===== config.mk =====
export PLATFORM = sky130hd
export DESIGN_NAME = spi_txq
export DESIGN_NICKNAME = d
export VERILOG_FILES = /design/src/rtl/spi_txq_pkg.sv /design/src/rtl/spi_txq_ptrs.sv /design/src/rtl/spi_txq_store.sv /design/src/rtl/spi_txq_flags.sv /design/src/rtl/spi_txq.sv
export SDC_FILE = /design/constraint.sdc
export NUM_CORES = 1
export LEC_CHECK = 0
export BUFFER_PORTS_ARGS = -buffer_cell sky130_fd_sc_hd__buf_2
export CAP_MARGIN = 30
export CORE_MARGIN = 1.5
export CORE_UTILIZATION = 40
export CTS_CLUSTER_SIZE = 20
export DETAILED_ROUTE_END_ITERATION = 16
export GPL_ROUTABILITY_DRIVEN = 0
export HOLD_SLACK_MARGIN = 0.05
export PLACE_DENSITY_LB_ADDON = 0.3
export SYNTH_ARGS = -nofsm -noshare
export SYNTH_HDL_FRONTEND = slang
export SYNTH_SLANG_ARGS = --single-unit

===== constraint.sdc =====
create_clock -name clk -period 3.6 [get_ports clk]
set_input_delay 0.9 -clock clk [delete_from_list [all_inputs] [get_ports clk]]
set_output_delay 0.9 -clock clk [all_outputs]
set_load 0.005 [all_outputs]

===== src/rtl/spi_txq_pkg.sv =====
package spi_txq_pkg;
  // Bit positions inside the write-one-to-clear status strobe
  localparam int W1C_FILL = 0;
  localparam int W1C_DONE = 1;
  localparam int W1C_UNF  = 2;
  localparam int W1C_W    = 3;

  // Sticky event flags handled by the generic loop in the flag unit
  localparam int N_STICKY = 2;
  localparam int STK_DONE = 0;
  localparam int STK_UNF  = 1;
endpackage


===== src/rtl/spi_txq_ptrs.sv =====
module spi_txq_ptrs #(
  parameter  int DEPTH = 4,
  localparam int PTR_W = (DEPTH > 1) ? $clog2(DEPTH) : 1,
  localparam int CNT_W = $clog2(DEPTH + 1)
) (
  input  logic             clk,
  input  logic             rst,
  input  logic             push_valid,
  input  logic             flush_req,
  input  logic             sh_ready,
  output logic             wr_en,
  output logic             rd_en,
  output logic [PTR_W-1:0] wr_ptr,
  output logic [PTR_W-1:0] rd_ptr,
  output logic [CNT_W-1:0] count,
  output logic             full,
  output logic             empty
);
  localparam logic [CNT_W-1:0] CNT_MAX  = CNT_W'(DEPTH);
  localparam logic [PTR_W-1:0] PTR_LAST = PTR_W'(DEPTH - 1);

  function automatic logic [PTR_W-1:0] bump(input logic [PTR_W-1:0] p);
    return (p == PTR_LAST) ? '0 : p + 1'b1;
  endfunction

  always_comb begin
    full  = (count == CNT_MAX);
    empty = (count == '0);
    wr_en = push_valid && !full && !flush_req;
    rd_en = sh_ready && !empty && !flush_req;
  end

  always_ff @(posedge clk) begin
    if (rst || flush_req) begin
      wr_ptr <= '0;
      rd_ptr <= '0;
      count  <= '0;
    end else begin
      if (wr_en) wr_ptr <= bump(wr_ptr);
      if (rd_en) rd_ptr <= bump(rd_ptr);
      case ({wr_en, rd_en})
        2'b10:   count <= count + 1'b1;
        2'b01:   count <= count - 1'b1;
        default: count <= count;
      endcase
    end
  end
endmodule


===== src/rtl/spi_txq_store.sv =====
module spi_txq_store #(
  parameter  int DATA_W = 32,
  parameter  int DEPTH  = 4,
  localparam int PTR_W  = (DEPTH > 1) ? $clog2(DEPTH) : 1
) (
  input  logic              clk,
  input  logic              wr_en,
  input  logic [PTR_W-1:0]  wr_addr,
  input  logic [DATA_W-1:0] wr_data,
  input  logic              rd_en,
  input  logic [PTR_W-1:0]  rd_addr,
  output logic [DATA_W-1:0] rd_data
);
  logic [DATA_W-1:0] mem [DEPTH];

  // Simple dual-port array with registered read, no reset on data
  always_ff @(posedge clk) begin
    if (wr_en) mem[wr_addr] <= wr_data;
    if (rd_en) rd_data <= mem[rd_addr];
  end
endmodule


===== src/rtl/spi_txq_flags.sv =====
module spi_txq_flags
  import spi_txq_pkg::*;
(
  input  logic             clk,
  input  logic             rst,
  input  logic             full,
  input  logic             empty,
  input  logic             push_done,
  input  logic [W1C_W-1:0] stat_w1c,
  input  logic             xfer_done,
  input  logic             slave_mode,
  input  logic             ext_start,
  input  logic             fill_dma_sel,
  output logic             fill_flag,
  output logic             fill_irq,
  output logic             fill_dma,
  output logic             done_flag,
  output logic             unf_flag
);
  logic [N_STICKY-1:0] evt;
  logic [N_STICKY-1:0] clr;
  logic [N_STICKY-1:0] sticky;

  always_comb begin
    evt[STK_DONE] = xfer_done;
    evt[STK_UNF]  = slave_mode && ext_start && empty;
    clr[STK_DONE] = stat_w1c[W1C_DONE];
    clr[STK_UNF]  = stat_w1c[W1C_UNF];
  end

  // Event flags: set wins over a clear in the same cycle
  for (genvar i = 0; i < N_STICKY; i++) begin : g_sticky
    logic q;
    always_ff @(posedge clk) begin
      if (rst)         q <= 1'b0;
      else if (evt[i]) q <= 1'b1;
      else if (clr[i]) q <= 1'b0;
    end
    assign sticky[i] = q;
  end

  // Fill flag: software clear first, then room, then full-and-written
  always_ff @(posedge clk) begin
    if (rst)                     fill_flag <= 1'b1;
    else if (stat_w1c[W1C_FILL]) fill_flag <= 1'b0;
    else if (!full)              fill_flag <= 1'b1;
    else if (push_done)          fill_flag <= 1'b0;
  end

  assign fill_irq  = fill_flag && !fill_dma_sel;
  assign fill_dma  = fill_flag &&  fill_dma_sel;
  assign done_flag = sticky[STK_DONE];
  assign unf_flag  = sticky[STK_UNF];
endmodule


===== src/rtl/spi_txq.sv =====
module spi_txq
  import spi_txq_pkg::*;
#(
  parameter  int DATA_W = 32,
  parameter  int DEPTH  = 4,
  localparam int CNT_W  = $clog2(DEPTH + 1)
) (
  input  logic              clk,
  input  logic              rst,
  input  logic              push_valid,
  input  logic [DATA_W-1:0] push_data,
  input  logic              push_done,
  input  logic [W1C_W-1:0]  stat_w1c,
  input  logic              flush_req,
  input  logic              fill_dma_sel,
  input  logic              sh_ready,
  input  logic              xfer_done,
  input  logic              slave_mode,
  input  logic              ext_start,
  output logic              sh_load,
  output logic [DATA_W-1:0] sh_data,
  output logic [CNT_W-1:0]  count,
  output logic              fill_flag,
  output logic              fill_irq,
  output logic              fill_dma,
  output logic              done_flag,
  output logic              unf_flag
);
  localparam int PTR_W = (DEPTH > 1) ? $clog2(DEPTH) : 1;

  logic             wr_en, rd_en, full, empty;
  logic [PTR_W-1:0] wr_ptr, rd_ptr;

  spi_txq_ptrs #(.DEPTH(DEPTH)) u_ptrs (
    .clk(clk), .rst(rst), .push_valid(push_valid), .flush_req(flush_req),
    .sh_ready(sh_ready), .wr_en(wr_en), .rd_en(rd_en), .wr_ptr(wr_ptr),
    .rd_ptr(rd_ptr), .count(count), .full(full), .empty(empty)
  );

  spi_txq_store #(.DATA_W(DATA_W), .DEPTH(DEPTH)) u_store (
    .clk(clk), .wr_en(wr_en), .wr_addr(wr_ptr), .wr_data(push_data),
    .rd_en(rd_en), .rd_addr(rd_ptr), .rd_data(sh_data)
  );

  spi_txq_flags u_flags (
    .clk(clk), .rst(rst), .full(full), .empty(empty), .push_done(push_done),
    .stat_w1c(stat_w1c), .xfer_done(xfer_done), .slave_mode(slave_mode),
    .ext_start(ext_start), .fill_dma_sel(fill_dma_sel), .fill_flag(fill_flag),
    .fill_irq(fill_irq), .fill_dma(fill_dma), .done_flag(done_flag),
    .unf_flag(unf_flag)
  );

  // Load strobe aligned with the registered read data
  always_ff @(posedge clk) begin
    if (rst) sh_load <= 1'b0;
    else     sh_load <= rd_en;
  end
endmodule


* Word level (Yosys, flattened, before mapping)
Memory sizes are Yosys's and may differ from the RTL's. A register that Yosys moved wholly into a read port is not among the register bits.
Cells that the tools add are included.
** Storage, ports and cells
- Bits in registers :: 11
- Latch bits :: 0
- Bits in writable memories :: 128
- Memory bits (read-only) :: 0
- Output and inout bits :: 41
- Memories :: 1
** Operators by class
- Add/sub/neg operators :: 4
- $mul :: 0
- Div/mod/pow operators :: 0
- $lt $le $gt $ge :: 0
- Equal/unequal tests :: 6
- Shifts and indexed selects :: 0
- Multiplexer cells :: 12
- Bitwise gates (word level) :: 0
- Reductions and logical operators :: 17
** Memories
- u_store.mem :: depth 4, bits a word 32, rd ports 1, clocked after memory_dff 1, write ports 1, line spi_txq_store.sv:14 : logic [DATA_W-1:0] mem [DEPTH];
** Operator list (count)
- $mux 1 :: 9
- $logic_and 1x1->1 :: 8
- $eq 2x2->1 const B :: 3
- $pmux 3 s2 :: 1
- $reduce_bool 2->1 :: 3
- $add 2x1->2 const B :: 2
- $logic_not 1->1 :: 4
- $mux 2 :: 2
- $add 3x1->3 const B :: 1
- $eq 3x3->1 const B :: 1
- $logic_not 3->1 :: 1
- $ne 3x3->1 const B :: 1
- $sub 3x1->3 const B :: 1
- $eq 2x1->1 const B :: 1
- $logic_or 1x1->1 :: 1

* Logic depth before layout (Yosys ltp)
- Depth in word-level cells :: 6
- Depth in mapped cells :: 10
- Mapped depth without buffers :: 9

* Cells and area by module
A second synthesis with hierarchy kept.
** Second synthesis, totals
- Cell total of the unflattened synthesis :: 263
- Area, all modules :: 6214.7 um^2
** Modules (own cells, without submodules)
- spi_txq_store :: instances 1, cells each 203, area an instance 5650.4 um^2, seq. area each 4804.6 um^2
- spi_txq_ptrs :: instances 1, cells each 44, area an instance 409.1 um^2, seq. area each 140.1 um^2
- spi_txq_flags :: instances 1, cells each 14, area an instance 121.4 um^2, seq. area each 60.1 um^2
- spi_txq :: instances 1, cells each 2, area an instance 33.8 um^2, seq. area each 20.0 um^2

* Least setup slack after synthesis
No wires, ideal clock.
- Path type :: input port to flip-flop
- Start point :: in sh_ready
- End point :: reg u_ptrs.count[2]
- Library setup time :: 0.076 ns
- Data arrival time :: 2.689 ns
- Slack :: 0.835 ns
- Stages on the path :: 8
- Buffers on the path :: 0
- Path through :: nor2b_1 -> and2_4 -> ha_1 -> inv_1 -> fa_1 -> xor2_1 -> or3_1 -> a21boi_0
** Between the ends
- Longest elaborated chain between the ends :: 4
** Ends and longest elaborated chain
- start, declared :: line spi_txq.sv:16 : input logic sh_ready,
- $logic_and 1x1->1 (*) (2 in series) :: line spi_txq_ptrs.sv:30 : rd_en = sh_ready && !empty && !flush_req;
- named net rd_en :: line spi_txq.sv:31 : logic wr_en, rd_en, full, empty;
- $eq 2x1->1 or $eq 2x2->1 (tied branches) :: line spi_txq_ptrs.sv:41 : case ({wr_en, rd_en})
- $pmux 3 s2 or $reduce_bool 2->1 (tied branches)
- end signal, assigned :: line spi_txq_ptrs.sv:42 : 2'b10: count <= count + 1'b1;
- end signal, assigned :: line spi_txq_ptrs.sv:43 : 2'b01: count <= count - 1'b1;
- end signal, assigned :: line spi_txq_ptrs.sv:44 : default: count <= count;
- end, declared :: line spi_txq_ptrs.sv:15 : output logic [CNT_W-1:0] count,
Mark *: on every way through the listed nets, which the timed path passes. The rest lies on a longest branch.
A chain may end at the register's enable or synchronous reset.

* Worst setup path in the final report
- Start point :: reg u_ptrs.count[2]
- End point :: reg u_ptrs.count[2]
** Between the ends
- Longest elaborated chain between the ends :: 6
** Ends and longest elaborated chain (line)
- $eq 3x3->1 or $logic_not 3->1 (tied branches) :: spi_txq_ptrs.sv:27, spi_txq_ptrs.sv:28
- $logic_not 1->1 (on tied branches)
- $logic_and 1x1->1 (on tied branches) (2 in series) :: spi_txq_ptrs.sv:29, spi_txq_ptrs.sv:30
- $eq 2x1->1 or $eq 2x2->1 (tied branches) :: spi_txq_ptrs.sv:41
- $pmux 3 s2 or $reduce_bool 2->1 (tied branches)
Parallel ways exist; a longest one is shown, timed or not.

==> results.toml <==
[status]
status = "finished, final reports clean"

[global_routing]
grt_pass1_wl_mm = 16.2
overflow = 0
antenna_found_initial = 1
grt_max_degree = 36
track_usage_pct = 13.9
first_global_vias = 3034

[worst_setup_path]
worst_ep_required_time_ps = 3940
crit_fanout = 8
cp-start-kind = "flop"
crit_type = "flop to flop"
crit_arrival_ps = 2810
endpoint_kind = "flop"

[floorplan]
die_h_um = 128
dieArea_sq_um = 16300
start_util_pct = 41.0
io_pins = 86
coreArea_sq_um = 15100
row_count = 45
dieWidth_um = 128

[drt]
ant_nets = 0
wire_per_inst_um = 18.4
drt_wl_total_mm = 10.5
post-route-drc-count = 0
vias_per_cell = 4.98
vias = 2845
dr.pass1.iters = 4
drtIter0Drc = 195

[yosys]
syn_nets = 324
syn_area_per_cell_sq_um = 22.8
synth_seq_cells = 171
ys_seq_area_share_pct = 81.0
synthesis.area_sq_um = 6200
synth_top_area_share_pct = 77.5
yosysUniqueCellTypes = 26
synthCells = 272
yosys_warnings = 0
yosysTopAreaCell = "edfxtp_1"
synth_area_leaders = "edfxtp_1 77%, mux4_2 12%, dfxtp_1 3.5%"

[cells_and_area]
area_delta_synth_final_pct = 20.8
fin_cells = 571
n_antenna_cell = 0
drive_gt1_share_pct = 42.0
final_common_cell = "edfxtp_1"
final_cell_mix = "160 x edfxtp_1, 85 x buf_2, 32 x mux4_2, 17 x clkbuf_16"
fin_nets = 422

[sta]
setup_viol = 0
worst_pin_slew_ps = 895
min_period_over_period_pct = 68.5
rsz0062_at_grt = "no"
skew_ps = 6.37
hold_viol_final = 0
setup_tns_ps = 0
slew_headroom_pct = 40.3
layout_min_cycle_time_ps = 2470
timing.final.max_slew_violations = 0
fmax_ghz = 0.406

[clocking]
ctsHoldBuffers = 0
clockBufferDepth = 2
insertion_delay_ps = 420
clk_pin_slew_ps = 60
cts_resized = 0
cts_root_buffer = "clkbuf_16"
cts_inserted_buffers = 17
clock-sinks = 171
post-cts-setup-buffer-count = 0
cts_tree = "yes"
cts_max_level = 4

[power]
p_leak_uw = 0.00255
peakVddDrop_mv = 0.394
powerDensity_nw_per_um2 = 577

[placement]
dp_hpwl_mm = 6.35
dp_cells = 539
portBuffers = 85

[job]
max_cap_viol_count = 0

[hold_path]
hp-class = "flop to flop"
cell usage after synthesis:
library cell / number
nor2b_1: 4
mux4_2: 32
and2_1: 1
or3b_1: 1
buf_6: 4
o21bai_1: 1
nand2_1: 5
clkbuf_1: 1
o21ai_2: 2
nand4_1: 4
nor2_1: 6
fa_1: 1
inv_1: 9
and3_1: 4
nor3_1: 2
edfxtp_1: 160
o21ai_0: 3
or3_1: 2
a2bb2oi_1: 1
dfxtp_1: 11
buf_2: 4
a21oi_1: 3
ha_1: 6
and2_4: 2
a21boi_0: 1
xor2_1: 2
logic make-up (layout without fill, tap and decap cells):
family / Yosys count / after routing / share of synthesized area (%)
AOI/OAI and AO/OA: 11 / 11 / 1.15
xor gates and xnor gates: 2 / 2 / 0.282
muxes: 32 / 32 / 11.6
buffers and inverters: 18 / 129 / 1.65
adders and majority gates: 7 / 7 / 1.53
and+or+nand+nor: 31 / 31 / 2.76
DFF: 171 / 171 / 81.0
per-stage QoR:
step / utilization [%] / hold WS (ps) / area [sq um] / worst slack [ps] / power, uW
floorplan: - / 472 / 6200 / 835 / 2300
global route: 49.5 / 524 / 7490 / 944 / 4450
finish: 49.5 / 498 / 7490 / 1130 / 4330
detailed placement: 45.1 / 487 / 6830 / 792 / 2360
global placement: 45.1 / 465 / 6830 / 926 / 2360
CTS: 49.5 / 502 / 7490 / 1120 / 4370
flip-flops by register name, summed over array words and instances, names as in the netlist:
| name | flops |
|---|---|
| u_flags.done_flag | 1 |
| u_flags.unf_flag | 1 |
| u_ptrs.count | 3 |
| u_store.mem | 128 |
| u_ptrs.wr_ptr | 2 |
| u_store.rd_data | 32 |
| u_flags.fill_flag | 1 |
| u_ptrs.rd_ptr | 2 |
| sh_load | 1 |
routing by layer:
| layer | up-vias | share of wire (%) | track usage [%] |
|---|---|---|---|
| met5 | - | 0.12 | 0 |
| met4 | 2 | 2.0 | 7.09 |
| met3 | 19 | 4.3 | 3.64 |
| met2 | 73 | 48 | 22.3 |
| met1 | 1447 | 45 | 17.6 |
| li1 | 1304 | - | - |
final timing paths:
kind	startpoint	to	slack, ps	depth (start not counted)
setup / recovery	u_ptrs.count[2]$_SDFFE_PP0P_	u_ptrs.count[2]$_SDFFE_PP0P_	1130	9
hold / removal	u_flags.done_flag$_SDFFE_PP0P_	u_flags.done_flag$_SDFFE_PP0P_	500	2
setup reg to reg	u_ptrs.count[2]$_SDFFE_PP0P_	u_ptrs.count[2]$_SDFFE_PP0P_	1130	9
hold reg to reg	u_flags.done_flag$_SDFFE_PP0P_	u_flags.done_flag$_SDFFE_PP0P_	500	2
power breakdown:
group	total [uW]	internal, uW	switching, uW	leakage, uW
sequential	2210	2200	8.47	0.00154
clock	2010	1300	710	0.000315
combinational	106	47.4	58.4	0.000690
total	4330	3550	777	0.00255
critical path, stage by stage, from the launching register on:
cell,delay (ps)
dfxtp_1,380
or3b_1,480
and2_4,200
inv_1,50
ha_1,180
inv_1,70
fa_1,370
xor2_1,160
or3_1,330
a21boi_0,180
final cells by class:
cell class                 count  area (sq um)
clock buffer                  21           480
clock inverter                11           189
fill                        1216          7650
inverter                       9          33.8
multi-input combinational     83          1080
sequential                   171          5030
tap                          188           235
timing repair buffer          88           448
Power figures use the tool's default switching activity.
